<file path="src/rtl/osc_div_pkg.sv">
package osc_div_pkg;

  // 1-based stage number carried by export position idx (0-based)
  function automatic int tap_stage(input int idx, input int first, input int gap);
    int s;
    s = first + idx;
    if (s >= gap) s = s + 1;
    return s;
  endfunction

  // number of exported stages between first and last, minus the skipped one
  function automatic int tap_count(input int stages, input int first, input int gap);
    int n;
    n = stages - first + 1;
    if (gap >= first && gap <= stages) n = n - 1;
    return n;
  endfunction

endpackage

</file>
<file path="src/rtl/osc_edge_sync.sv">
module osc_edge_sync #(
  parameter int SYNC_STAGES = 2
) (
  input  logic clk,
  input  logic rst,
  input  logic osc_in,
  output logic level,
  output logic fall
);
  localparam int LAST = SYNC_STAGES - 1;

  logic [SYNC_STAGES-1:0] sync_q;
  logic                   prev_q;

  generate
    if (SYNC_STAGES == 1) begin : g_single
      always_ff @(posedge clk) begin
        if (rst) sync_q <= '0;
        else     sync_q <= osc_in;
      end
    end else begin : g_chain
      always_ff @(posedge clk) begin
        if (rst) sync_q <= '0;
        else     sync_q <= {sync_q[LAST-1:0], osc_in};
      end
    end
  endgenerate

  // prev_q starts low after reset, so a fall needs a high sample taken
  // after release
  always_ff @(posedge clk) begin
    if (rst) prev_q <= 1'b0;
    else     prev_q <= sync_q[LAST];
  end

  assign level = sync_q[LAST];
  assign fall  = prev_q & ~sync_q[LAST];

endmodule

</file>
<file path="src/rtl/stage_counter.sv">
module stage_counter #(
  parameter int STAGES = 14
) (
  input  logic              clk,
  input  logic              rst,
  input  logic              step,
  output logic [STAGES-1:0] cnt
);
  localparam logic [STAGES-1:0] ONE = {{(STAGES-1){1'b0}}, 1'b1};

  logic [STAGES-1:0] cnt_q;

  always_ff @(posedge clk) begin
    if (rst)       cnt_q <= '0;
    else if (step) cnt_q <= cnt_q + ONE;
  end

  assign cnt = cnt_q;

endmodule

</file>
<file path="src/rtl/tap_select.sv">
module tap_select
  import osc_div_pkg::*;
#(
  parameter int STAGES    = 14,
  parameter int FIRST_TAP = 4,
  parameter int GAP_STAGE = 11,
  parameter int NUM_TAPS  = tap_count(STAGES, FIRST_TAP, GAP_STAGE)
) (
  input  logic [STAGES-1:0]   cnt,
  output logic [NUM_TAPS-1:0] taps
);
  generate
    for (genvar i = 0; i < NUM_TAPS; i++) begin : g_tap
      localparam int BITPOS = tap_stage(i, FIRST_TAP, GAP_STAGE) - 1;
      assign taps[i] = cnt[BITPOS];
    end
  endgenerate

endmodule

</file>
<file path="src/rtl/match_strobe.sv">
module match_strobe #(
  parameter int STAGES = 14
) (
  input  logic              clk,
  input  logic              rst,
  input  logic [STAGES-1:0] cnt,
  input  logic [STAGES-1:0] cmp_val,
  input  logic              phase_hi,
  output logic              match
);
  logic match_q;

  always_ff @(posedge clk) begin
    if (rst) match_q <= 1'b0;
    else     match_q <= phase_hi && (cnt == cmp_val);
  end

  assign match = match_q;

endmodule

</file>
<file path="src/rtl/osc_tap_divider.sv">
module osc_tap_divider
  import osc_div_pkg::*;
#(
  parameter int STAGES      = 14,
  parameter int FIRST_TAP   = 4,
  parameter int GAP_STAGE   = 11,
  parameter int SYNC_STAGES = 2,
  parameter int NUM_TAPS    = tap_count(STAGES, FIRST_TAP, GAP_STAGE)
) (
  input  logic                clk,
  input  logic                rst,
  input  logic                osc_in,
  input  logic [STAGES-1:0]   cmp_val,
  output logic                osc_en,
  output logic [NUM_TAPS-1:0] taps,
  output logic                match
);
  logic              osc_level;
  logic              osc_fall;
  logic [STAGES-1:0] cnt_q;
  logic              osc_en_q;

  osc_edge_sync #(.SYNC_STAGES(SYNC_STAGES)) u_sync (
    .clk    (clk),
    .rst    (rst),
    .osc_in (osc_in),
    .level  (osc_level),
    .fall   (osc_fall)
  );

  stage_counter #(.STAGES(STAGES)) u_count (
    .clk  (clk),
    .rst  (rst),
    .step (osc_fall),
    .cnt  (cnt_q)
  );

  tap_select #(
    .STAGES    (STAGES),
    .FIRST_TAP (FIRST_TAP),
    .GAP_STAGE (GAP_STAGE),
    .NUM_TAPS  (NUM_TAPS)
  ) u_taps (
    .cnt  (cnt_q),
    .taps (taps)
  );

  match_strobe #(.STAGES(STAGES)) u_match (
    .clk      (clk),
    .rst      (rst),
    .cnt      (cnt_q),
    .cmp_val  (cmp_val),
    .phase_hi (osc_level),
    .match    (match)
  );

  // standby: oscillator enable held low while reset is applied
  always_ff @(posedge clk) begin
    if (rst) osc_en_q <= 1'b0;
    else     osc_en_q <= 1'b1;
  end

  assign osc_en = osc_en_q;

endmodule

</file>
<file path="config.mk">
export PLATFORM = sky130hd
export DESIGN_NAME = osc_tap_divider
export DESIGN_NICKNAME = d
export VERILOG_FILES = /design/src/rtl/osc_div_pkg.sv /design/src/rtl/osc_edge_sync.sv /design/src/rtl/stage_counter.sv /design/src/rtl/tap_select.sv /design/src/rtl/match_strobe.sv /design/src/rtl/osc_tap_divider.sv
export SDC_FILE = /design/constraint.sdc
export NUM_CORES = 1
export LEC_CHECK = 0
export BUFFER_PORTS_ARGS = -buffer_cell sky130_fd_sc_hd__buf_4
export CORE_UTILIZATION = 53
export CTS_CLUSTER_SIZE = 24
export DETAILED_ROUTE_END_ITERATION = 8
export PLACE_DENSITY = 0.81
export SLEW_MARGIN = 10
export SYNTH_ARGS = -nofsm -noshare
export SYNTH_HDL_FRONTEND = slang
export SYNTH_SLANG_ARGS = --single-unit
</file>
<file path="constraint.sdc">
create_clock -name clk -period 3.1 [get_ports clk]
set_input_delay 0.155 -clock clk [delete_from_list [all_inputs] [get_ports clk]]
set_output_delay 0.155 -clock clk [all_outputs]
set_load 0.005 [all_outputs]
</file>
==> results.yml <==
synthesis:
  synth_top_cell_by_area: "sky130_fd_sc_hd__dfxtp_1"
  yosys-top-cells-area: "sky130_fd_sc_hd__dfxtp_1 37%, sky130_fd_sc_hd__xnor2_1 19%, sky130_fd_sc_hd__buf_4 7.3%, sky130_fd_sc_hd__nor2_1 5.8%, sky130_fd_sc_hd__xor2_1 3.4%"
  ys_warn_count: 0
  synth_sequential_area_ratio_pct: 36.9
  ys_seq_elements: 19
  synth_cell_types: 25
  synthDominantCellAreaShare_pct: 36.9
  synth.cell_area_um2: 1030
  synthesis.area_per_instance_um2: 9.36
  syn-instance-count: 110
  synth_nets: 128
sta:
  final_ws_setup_ns: 1.59
  fmax_mhz: 662
  fin_worst_skew_ns: 0.00355
  period_share_pct: 48.7
  worstMarginPinSlew_ns: 0.436
  final_layout_worst_hold_slack_ns: 0.0759
  tns_ns: 0
  finalSetupViolations: 0
  timing.slew.headroom_pct: 70.9
  hold_violations: 0
  unrepaired_setup_endpoints_after_global_routing: "false"
  maxSlewViolCount: 0
  final_period_minus_worst_setup_slack_ns: 1.51
power_and_ir_drop:
  p_switching_w: 0.0000908
  pwr-share-comb_pct: 8.9
  power_density_nw_per_um2: 340
  power_switching_share_pct: 22.2
  seq_power_share_pct: 60.5
  internal_power_w: 0.000319
  clock_power_share_pct: 30.5
  max_rail_drop_vdd_v: 0.000222
  totalPowerFinal_w: 0.000410
  static-leakage-power_nw: 0.458
min_path:
  whs_path_depth: 2
  path_class_of_the_lowest_slack_min_delay_path: "input pin to flop"
finish:
  finish.net_count: 147
  final_layout_size_suffix_gt1_share_pct: 30.5
  area_growth_syn_to_layout_pct: 17.0
  fill_cells: 155
  final-instance-count-excl-fill: 153
  antenna_cells_inserted: 0
  area_occupied_by_multi_input_gates_um2: 542
  final-seq-area_um2: 380
clocking:
  cts_root_buf: "sky130_fd_sc_hd__clkbuf_4"
  cts.sinks: 19
  postCtsSetupRepairBufs: 0
  max-clock-path-buffers: 2
  clock_insertion_delay_worst_skew_ns: 0.29
  cts_hold_buffers: 0
  cts-buffers-inserted: 3
  number_of_resized_instances_in_the_post_cts_repair_step: 0
  tritoncts: "done"
  htree_num_levels: 1
  cts.clk_slew.worst_paths_ns: 0.11
placed_design:
  pre_cts_slack_ns: 1.62
  number_of_cells_after_detailed_placement: 149
  hpwlAfterDp_um: 1490
  place.port_buffers: 28
  gpl_wtd_cong: 0.851
grt:
  grt_overflow_total: 0
  grt_max_degree: 20
  grt_first_pass_wirelength_um: 3370
  first_global_vias: 739
  overall_global_routing_usage_pct: 23.2
  grt_antenna_before_repair: 0
floorplanning:
  die_w_um: 46.1
  core_um2: 1780
  core.rowCount: 15
  initial_core_util_pct: 57.8
  fp.dieH_um: 46.1
  die_area_um2: 2120
  io_pins: 29
job:
  maxCapViolCount: 0
worst_setup_path:
  worstPathCellList: "nand4_4 -> nor3_2 -> nand3_1 -> mux2_4"
  cp-start-kind: "flop"
  critical_path.slowest_cell: "sky130_fd_sc_hd__dfxtp_1"
  cpPeakStageDelay_ns: 0.55
  buffers_and_inverters_on_the_worst_path: 0
  arrival_ns: 1.70
  timing.critical_path.required_ns: 3.29
  worst-r2r-cell-count: 4
  critPathKind: "flop to flop"
  worstSetupEndpointType: "flop"
  critPathMaxFanout: 8
  family_of_cells_with_the_greatest_summed_delay_on_the_critical_path: "flip-flops"
  path_depth: 4
detailed_routing:
  drtIter0Drc: 24
  routed_via_density: 5.23
  postRouteAntennaNets: 0
  detail_route.first_pass.iterations: 5
  totalWireLength_um: 2110
  detail_route.wl_per_cell_um: 13.8
  drc_errors: 0
  vias: 800
run_status:
  run_status: "finished clean"
==> power groups by stage <==
stage / registers [W] / clock network, W / logic, W
2_1_floorplan: 0.000254 / 0 / 0.0000162
3_3_place_gp: 0.000254 / 0 / 0.0000361
3_5_place_dp: 0.000254 / 0 / 0.0000366
4_1_cts: 0.000248 / 0.000128 / 0.0000367
5_1_grt: 0.000249 / 0.000140 / 0.0000404
6_report: 0.000248 / 0.000125 / 0.0000367
==> cells by family after synthesis <==
family / count (synthesis) / share of synthesized area (%)
buf+inv: 18 / 10.4
mux: 2 / 2.43
xor+xnor: 26 / 22.1
simple gates: 44 / 26.9
flops: 19 / 36.9
fa+ha+maj: 1 / 1.21
==> layer usage <==
layer / up-vias / track usage [%] / part of all wire (%) / wire [µm]
met5: - / 0 / 0 / 0
met4: 0 / 14.1 / 2.8 / 59
met3: 6 / 3.92 / 6.0 / 126
met2: 30 / 36.9 / 48 / 1010
met1: 379 / 28.9 / 44 / 920
li1: 385 / - / - / -
==> cell usage in the layout (no fill, tap or decap), types with 3 or more instances in the layout <==
cell type                   n
sky130_fd_sc_hd__nand3_1    4
sky130_fd_sc_hd__clkbuf_4   3
sky130_fd_sc_hd__dfxtp_1   19
sky130_fd_sc_hd__xnor2_1   22
sky130_fd_sc_hd__xor2_1     4
sky130_fd_sc_hd__nand2_1    3
sky130_fd_sc_hd__buf_4     28
sky130_fd_sc_hd__nor2_1    16
sky130_fd_sc_hd__nand4_1    5
sky130_fd_sc_hd__nor2b_1    4
sky130_fd_sc_hd__inv_1      4
==> registers in the layout, summed over array words and instances (netlist names) <==
register and cells:
u_count.cnt 14, u_sync.sync_q 2, osc_en 1, u_match.match 1
u_sync.prev_q 1
==> cells in the mapped netlist <==
| master | instances |
|---|---|
| sky130_fd_sc_hd__inv_1 | 4 |
| sky130_fd_sc_hd__buf_1 | 1 |
| sky130_fd_sc_hd__nor4_2 | 2 |
| sky130_fd_sc_hd__mux2i_1 | 1 |
| sky130_fd_sc_hd__nor3_1 | 2 |
| sky130_fd_sc_hd__nor4_1 | 1 |
| sky130_fd_sc_hd__dfxtp_1 | 19 |
| sky130_fd_sc_hd__buf_2 | 2 |
| sky130_fd_sc_hd__and4b_1 | 1 |
| sky130_fd_sc_hd__ha_1 | 1 |
| sky130_fd_sc_hd__nand4_4 | 1 |
| sky130_fd_sc_hd__nor3_2 | 1 |
| sky130_fd_sc_hd__nor2_1 | 16 |
| sky130_fd_sc_hd__nor4b_2 | 2 |
| sky130_fd_sc_hd__clkbuf_1 | 1 |
| sky130_fd_sc_hd__nor2b_1 | 4 |
| sky130_fd_sc_hd__nand2_1 | 3 |
| sky130_fd_sc_hd__nand2b_1 | 1 |
| sky130_fd_sc_hd__nand4_1 | 5 |
| sky130_fd_sc_hd__and4_2 | 1 |
| sky130_fd_sc_hd__mux2_4 | 1 |
| sky130_fd_sc_hd__nand3_1 | 4 |
| sky130_fd_sc_hd__xnor2_1 | 22 |
| sky130_fd_sc_hd__xor2_1 | 4 |
| sky130_fd_sc_hd__buf_4 | 10 |
==> cell type report <==
type / instances / share of cell area (%)
clock buffers: 4 / 2.18
inverters: 4 / 1.25
multi-input cells: 73 / 45.0
flip-flops and latches: 19 / 31.6
well taps: 25 / 2.60
repair buffers: 28 / 17.4
==> stage by stage <==
| step | instance area (µm²) | utilization [%] |
|---|---|---|
| 6_report | 1200 | 67.6 |
| 5_1_grt | 1200 | 67.6 |
| 2_1_floorplan | 1030 | - |
| 3_5_place_dp | 1180 | 66.1 |
| 3_3_place_gp | 1180 | 66.1 |
| 4_1_cts | 1200 | 67.6 |
==> path summary, 6_finish.rpt <==
kind | startpoint | to | slack (ns)
setup / recovery | u_count.cnt[3]$_SDFFE_PP0P_ | u_count.cnt[13]$_SDFFE_PP0P_ | 1.59
setup reg to reg | u_count.cnt[3]$_SDFFE_PP0P_ | u_count.cnt[13]$_SDFFE_PP0P_ | 1.59
hold / removal | osc_in | u_sync.sync_q[0]$_SDFF_PP0_ | 0.08
hold reg to reg | u_sync.sync_q[0]$_SDFF_PP0_ | u_sync.sync_q[1]$_SDFF_PP0_ | 0.46
No activity file was read; power rests on OpenSTA's default activity.
